File: config.mk
export PLATFORM = sky130hd
export DESIGN_NAME = rtc_calendar_core
export DESIGN_NICKNAME = d
export VERILOG_FILES = /design/src/rtl/rtc_cal_pkg.sv /design/src/rtl/rtc_prescaler.sv /design/src/rtl/rtc_bcd_field.sv /design/src/rtl/rtc_calendar_core.sv
export SDC_FILE = /design/constraint.sdc
export NUM_CORES = 1
export LEC_CHECK = 0
export ABC_CLOCK_PERIOD_IN_PS = 8600
export BUFFER_PORTS_ARGS = -buffer_cell sky130_fd_sc_hd__buf_2
export CAP_MARGIN = 0
export CORE_MARGIN = 3
export CORE_UTILIZATION = 45
export DETAILED_ROUTE_END_ITERATION = 8
export SETUP_SLACK_MARGIN = 0.15
export SLEW_MARGIN = 20
export SYNTH_ARGS = -nofsm -noshare
export SYNTH_HDL_FRONTEND = slang
export SYNTH_SLANG_ARGS = --single-unit
File: constraint.sdc
create_clock -name clk -period 8.6 [get_ports clk]
set_input_delay 0.43 -clock clk [delete_from_list [all_inputs] [get_ports clk]]
set_output_delay 0.43 -clock clk [all_outputs]
set_load 0.05 [all_outputs]
File: src/rtl/rtc_cal_pkg.sv
// Package: shared constants and BCD helper functions for the calendar counter.
// Assumes packed BCD values in 8-bit containers; all helpers are pure functions.
package rtc_cal_pkg;

    localparam int NUM_FIELDS = 7;

    // Field indices; register address of a field is its index plus one.
    localparam int F_SEC  = 0;
    localparam int F_MIN  = 1;
    localparam int F_HOUR = 2;
    localparam int F_DAY  = 3;
    localparam int F_WDAY = 4;
    localparam int F_MON  = 5;
    localparam int F_YEAR = 6;

    // Increment a packed BCD byte by one (no upper wrap handling here).
    function automatic logic [7:0] bcd_inc(input logic [7:0] v);
        if (v[3:0] >= 4'd9) begin
            return {v[7:4] + 4'd1, 4'd0};
        end
        return {v[7:4], v[3:0] + 4'd1};
    endfunction

    // Leap test on a BCD year: the two-digit value is divisible by four.
    function automatic logic is_leap(input logic [7:0] year_bcd);
        logic [6:0] bin;
        bin = 7'(year_bcd[7:4]) * 7'd10 + 7'(year_bcd[3:0]);
        return (bin[1:0] == 2'b00);
    endfunction

    // Last day of the month, in BCD, for a BCD month and BCD year.
    function automatic logic [7:0] month_last_day(input logic [4:0] mon_bcd,
                                                  input logic [7:0] year_bcd);
        case (mon_bcd)
            5'h04, 5'h06, 5'h09, 5'h11: return 8'h30;
            5'h02:                      return is_leap(year_bcd) ? 8'h29 : 8'h28;
            default:                    return 8'h31;
        endcase
    endfunction

    // Implemented bits of each field's register.
    function automatic logic [7:0] field_mask(input int idx);
        case (idx)
            F_SEC, F_MIN:   return 8'h7F;
            F_HOUR, F_DAY:  return 8'h3F;
            F_WDAY:         return 8'h07;
            F_MON:          return 8'h1F;
            default:        return 8'hFF;
        endcase
    endfunction

    // Lowest legal value of a field, which is also its reset value.
    function automatic logic [7:0] field_floor(input int idx);
        case (idx)
            F_DAY, F_MON: return 8'h01;
            default:      return 8'h00;
        endcase
    endfunction

endpackage

File: src/rtl/rtc_prescaler.sv
// Module: sub-second prescaler. Counts osc_en pulses and emits a one-cycle
// second tick on the pulse that completes DIV counts. Assumes osc_en is a
// single-cycle enable; halt holds the count at zero and suppresses ticks.
module rtc_prescaler #(
    parameter int DIV = 32768
) (
    input  logic clk,
    input  logic rst_n,
    input  logic osc_en,
    input  logic halt,
    output logic sec_tick
);
    localparam int CW = (DIV > 1) ? $clog2(DIV) : 1;
    localparam logic [CW-1:0] LAST = CW'(DIV - 1);

    logic [CW-1:0] cnt;

    // Tick on the enable pulse that completes the division.
    assign sec_tick = osc_en && !halt && (cnt == LAST);

    // Count enable pulses; halt clears all sub-second state.
    always_ff @(posedge clk) begin
        if (!rst_n || halt) begin
            cnt <= '0;
        end else if (osc_en) begin
            cnt <= (cnt == LAST) ? '0 : cnt + 1'b1;
        end
    end

    p_cnt_bound_r2: assert property (@(posedge clk) disable iff (!rst_n)
        cnt <= LAST);
    p_idle_hold_r2: assert property (@(posedge clk) disable iff (!rst_n)
        (!osc_en && !halt) |=> $stable(cnt));
    p_halt_clear_r8: assert property (@(posedge clk) disable iff (!rst_n)
        halt |=> (cnt == '0));

endmodule

File: src/rtl/rtc_bcd_field.sv
// Module: one BCD time/calendar field. Advances on inc, wraps to MIN_VAL when
// its current value equals max_val, and reports carry in that cycle. A write
// overrides the increment. Assumes max_val is already in BCD form.
module rtc_bcd_field
    import rtc_cal_pkg::*;
#(
    parameter logic [7:0] MASK    = 8'hFF,
    parameter logic [7:0] MIN_VAL = 8'h00
) (
    input  logic       clk,
    input  logic       rst_n,
    input  logic       inc,
    input  logic       wr,
    input  logic [7:0] wdata,
    input  logic [7:0] max_val,
    output logic [7:0] val,
    output logic       carry
);
    // Carry out when an increment hits the upper limit.
    assign carry = inc && (val == max_val);

    // Load on write, else wrap or step on increment.
    always_ff @(posedge clk) begin
        if (!rst_n) begin
            val <= MIN_VAL;
        end else if (wr) begin
            val <= wdata & MASK;
        end else if (inc) begin
            val <= (val == max_val) ? MIN_VAL : (bcd_inc(val) & MASK);
        end
    end

    p_wrap_r3: assert property (@(posedge clk) disable iff (!rst_n)
        (inc && !wr && (val == max_val)) |=> (val == MIN_VAL));
    p_hold_r8: assert property (@(posedge clk) disable iff (!rst_n)
        (!inc && !wr) |=> $stable(val));
    p_mask_r10: assert property (@(posedge clk) disable iff (!rst_n)
        (val & ~MASK) == 8'h00);

endmodule

File: src/rtl/rtc_calendar_core.sv
// Module: top of the BCD calendar counter. Instantiates the prescaler and one
// field per time unit, chains their carries, keeps the halt, century and
// low-supply bits, and decodes the flat register port.
// Assumes one register access per cycle; reads are combinational.
module rtc_calendar_core
    import rtc_cal_pkg::*;
#(
    parameter int PRESCALE = 32768,
    parameter int ADDR_W   = 4
) (
    input  logic              clk,
    input  logic              rst_n,
    input  logic              osc_en,
    input  logic              vlow_in,
    input  logic              reg_wr,
    input  logic [ADDR_W-1:0] reg_addr,
    input  logic [7:0]        reg_wdata,
    output logic [7:0]        reg_rdata
);
    localparam int A_CTRL  = 0;
    localparam int A_FIRST = 1;
    localparam int A_SECS  = A_FIRST + F_SEC;
    localparam int A_MONTH = A_FIRST + F_MON;
    localparam int A_LAST  = A_FIRST + NUM_FIELDS - 1;

    logic                  halt_q;
    logic                  vl_q;
    logic                  cent_q;
    logic                  sec_tick;
    logic [7:0]            fval [NUM_FIELDS];
    logic [7:0]            fmax [NUM_FIELDS];
    logic [NUM_FIELDS-1:0] finc;
    logic [NUM_FIELDS-1:0] fcarry;
    logic [NUM_FIELDS-1:0] fwr;

    rtc_prescaler #(.DIV(PRESCALE)) u_presc (
        .clk      (clk),
        .rst_n    (rst_n),
        .osc_en   (osc_en),
        .halt     (halt_q),
        .sec_tick (sec_tick)
    );

    // Upper limit of each field; the day limit follows month and leap year.
    always_comb begin
        fmax[F_SEC]  = 8'h59;
        fmax[F_MIN]  = 8'h59;
        fmax[F_HOUR] = 8'h23;
        fmax[F_DAY]  = month_last_day(fval[F_MON][4:0], fval[F_YEAR]);
        fmax[F_WDAY] = 8'h06;
        fmax[F_MON]  = 8'h12;
        fmax[F_YEAR] = 8'h99;
    end

    // Carry chain; weekday steps with the day but never carries onward.
    always_comb begin
        finc[F_SEC]  = sec_tick;
        finc[F_MIN]  = fcarry[F_SEC];
        finc[F_HOUR] = fcarry[F_MIN];
        finc[F_DAY]  = fcarry[F_HOUR];
        finc[F_WDAY] = fcarry[F_HOUR];
        finc[F_MON]  = fcarry[F_DAY];
        finc[F_YEAR] = fcarry[F_MON];
    end

    genvar g;
    generate
        for (g = 0; g < NUM_FIELDS; g++) begin : g_field
            assign fwr[g] = reg_wr && (int'(reg_addr) == A_FIRST + g);

            rtc_bcd_field #(
                .MASK    (field_mask(g)),
                .MIN_VAL (field_floor(g))
            ) u_field (
                .clk     (clk),
                .rst_n   (rst_n),
                .inc     (finc[g]),
                .wr      (fwr[g]),
                .wdata   (reg_wdata),
                .max_val (fmax[g]),
                .val     (fval[g]),
                .carry   (fcarry[g])
            );
        end
    endgenerate

    // Halt bit: software-controlled freeze of timekeeping.
    always_ff @(posedge clk) begin
        if (!rst_n) begin
            halt_q <= 1'b0;
        end else if (reg_wr && int'(reg_addr) == A_CTRL) begin
            halt_q <= reg_wdata[0];
        end
    end

    // Century flag: written with the month, inverted on year rollover.
    always_ff @(posedge clk) begin
        if (!rst_n) begin
            cent_q <= 1'b0;
        end else if (fwr[F_MON]) begin
            cent_q <= reg_wdata[7];
        end else if (fcarry[F_YEAR]) begin
            cent_q <= ~cent_q;
        end
    end

    // Low-supply flag: set by reset or comparator, cleared only by a write.
    always_ff @(posedge clk) begin
        if (!rst_n) begin
            vl_q <= 1'b1;
        end else begin
            vl_q <= vlow_in | (fwr[F_SEC] ? reg_wdata[7] : vl_q);
        end
    end

    // Register read decode; unimplemented bits and addresses read zero.
    always_comb begin
        reg_rdata = 8'h00;
        if (int'(reg_addr) == A_CTRL) begin
            reg_rdata = {7'd0, halt_q};
        end else if (int'(reg_addr) == A_SECS) begin
            reg_rdata = {vl_q, fval[F_SEC][6:0]};
        end else if (int'(reg_addr) == A_MONTH) begin
            reg_rdata = {cent_q, 2'b00, fval[F_MON][4:0]};
        end else if (int'(reg_addr) > A_FIRST && int'(reg_addr) <= A_LAST) begin
            reg_rdata = fval[int'(reg_addr) - A_FIRST];
        end
    end

    p_vl_set_r9: assert property (@(posedge clk) disable iff (!rst_n)
        vlow_in |=> vl_q);
    p_vl_sticky_r9: assert property (@(posedge clk) disable iff (!rst_n)
        (vl_q && !fwr[F_SEC]) |=> vl_q);
    p_century_flip_r6: assert property (@(posedge clk) disable iff (!rst_n)
        (fcarry[F_YEAR] && !fwr[F_MON]) |=> (cent_q != $past(cent_q)));
    p_halt_freeze_r8: assert property (@(posedge clk) disable iff (!rst_n)
        (halt_q && !reg_wr) |=> $stable(fval[F_SEC]) && $stable(fval[F_MIN]));
    p_wday_follows_day_r7: assert property (@(posedge clk) disable iff (!rst_n)
        (finc[F_DAY] && !fwr[F_WDAY] && fval[F_WDAY] == 8'h06) |=> (fval[F_WDAY] == 8'h00));

endmodule

==> run metrics <==
Fin. Hold Viols 0; Seq pwr share 0.455; GRT Total Usage 0.2475; Setup Viol. Count Final 0; H-tree level count 3; DP HPWL around 9.9 mm; vias per cell roughly 6; 1st-pass router iterations 5; Worst Hold Slack about 0.27 ns; ys flop type dfxtp_1; sw power around 0.20 mW; Comb pwr share 0.124; Sw Ratio 0.3104; Initial Utilization 0.4714; Synth Warn # 0; CP required about 8.2 ns; Root Driver clkbuf_8; fillers 969; Die H roughly 110 um; Post-synth ARST share 0; Wirelength per Cell 19.16 um; Layout area overhead 8.071%; DR iter-0 viols around 350; Max Fclk ~270 MHz; Core Box Area approximately 9400 um^2; synthesized area 4418 um^2; Yosys cell types 60; RSZ-0062 raised after global routing no; commonest non-fill, non-tap cell in the layout nor2_1; Crit. End Element output pin; period utilization 0.4350; first-pass GRT wire length about 22 mm; Tmin final approximately 3.7 ns; Synth Area per Inst between 7 and 8 um^2; GP Congestion just under 1; Least-Margin Pin Slew a little under 1 ns; Worst EP arrival approximately 3.3 ns; clock latency on the worst-skew pair 0.36 ns; Fin Setup TNS 0 ns; die outline width between 100 and 150 um; Max-cap violations 0; Max transition margin 0.3564; GR Overflow Total 0; # nets final approximately 620; Int Power 0.4453 mW; peak supply drop 60.86 uV; synthesized flop and latch total 60; Total Power about 0.65 mW; clock-pin transition on the worst setup and hold timing paths roughly 0.080 ns; P_leak 1.768 nW; layout cells sized above 1 0.09170; Seq/Total Area, Yosys 0.2719; hold buffer count at CTS 0; startpoint type of the worst setup path primary input; DRC 0; io pins 25; # resized after CTS 0; via count 4344; clk sinks 60; largest net degree at the start of global routing 28; Synth Instances around 570; PwrDens 135.2 nW/um^2; max-slew violation count 0; Crit Path Category primary input to output pin; EDFF count, synth 0; vias in the first global route approximately 3900; Bufs on Longest Clock Path 2; IO Port Bufs 24; post-CTS setup buffer count 0; status finished clean; Antenna Cells 0; CTS tree built; antenna violations before repair 0; Num CTS Buffers 9; syn_nets 616; Routed Antenna Nets 0; final clock skew 0.01589 ns; commonest non-fill, non-tap cells in the layout nor2_1 (72), dfxtp_1 (60), nand2_1 (47); Clk pwr share 0.422; Hold Crit Class primary input to flop; wirelength, routed 13.54 mm; num rows 35; Max FO, Critical Path 17; area of the die approximately 11000 um^2
## per-stage QoR
stage	cells	area (um^2)	utilization	setup WS, ns
detailed placement	691	4576	0.4883	4.885
global placement	691	4576	0.4883	4.978
CTS	707	4775	0.5095	4.868
floorplan	568	4418	-	4.697
global route	707	4775	0.5095	4.629
finish	707	4775	0.5095	4.859
## flip-flops by register name, summed over array words and instances (netlist names)
register / flops
g_field.u_field.val: 42
u_presc.cnt: 15
cent_q: 1
halt_q: 1
vl_q: 1
## logic make-up after synthesis
logic type,after synthesis,synth area share
flip-flops,60,0.2719
multiplexers,13,0.04418
adder cells (fa/ha/maj),31,0.08779
XOR/XNOR,18,0.03568
AND/OR/NAND/NOR,234,0.2798
buffers and inverters,60,0.05352
AO/OA/AOI/OAI,152,0.2271
## path summary, 6_finish.rpt
| kind | start | to | slack [ns] | depth (start not counted) |
|---|---|---|---|---|
| max reg2reg | g_field[5].u_field.val[0] | g_field[6].u_field.val[6] | 5.12 | 8 |
| min reg2reg | u_presc.cnt[12] | u_presc.cnt[12] | 0.51 | 2 |
| max | reg_addr[0] | reg_rdata[0] | 4.86 | 10 |
| min | vlow_in | vl_q | 0.27 | 2 |
## layout make-up
cell class / count / area [um^2] / area share
multi-input combinational: 448 / 2980 / 0.6242
sequential: 60 / 1201 / 0.2516
tap: 129 / 161.4 / 0.03381
clock buffer: 9 / 123.9 / 0.02594
timing repair buffer: 24 / 120.1 / 0.02516
inverter: 30 / 112.6 / 0.02358
clock inverter: 7 / 75.07 / 0.01572
## per-layer routing
metal | vias up | global-route usage | share of wire
met5 | - | 0 | 0
met4 | 0 | 0.1050 | 0.032
met3 | 34 | 0.04880 | 0.063
met2 | 142 | 0.3698 | 0.44
met1 | 2074 | 0.3460 | 0.47
li1 | 2094 | - | -
## worst max-delay path, cell delays in order
cell     delay (ns)
buf_2          0.29
inv_1          0.19
ha_1           0.33
xor2_1         0.78
mux2i_1        0.27
a21oi_1        0.08
o21ai_0        0.16
a21oi_1        0.09
o31ai_1        0.36
buf_2          0.33
## synth_stat cells, types with 7 or more instances
cell | number | area share
nor2_1 | 72 | 0.061
dfxtp_1 | 60 | 0.27
clkbuf_1 | 26 | 0.022
o21ai_0 | 40 | 0.045
nor3_1 | 10 | 0.011
nand3b_1 | 8 | 0.014
xor2_1 | 12 | 0.024
a21oi_1 | 32 | 0.036
and3_1 | 7 | 0.0099
a31oi_1 | 16 | 0.023
a211oi_1 | 11 | 0.019
ha_1 | 31 | 0.088
nand3_1 | 27 | 0.031
a311oi_1 | 8 | 0.016
nand2_1 | 47 | 0.040
inv_1 | 29 | 0.025
nand4_1 | 9 | 0.013
## power by group through the flow
stage	combinational (mW)	clock [mW]	sequential, mW
global placement	0.0778	0	0.300
detailed placement	0.0787	0	0.300
global route	0.0872	0.286	0.295
CTS	0.0791	0.274	0.293
finish	0.0798	0.272	0.294
floorplan	0.0572	0	0.295
No activity file was read; power rests on OpenSTA's default activity.
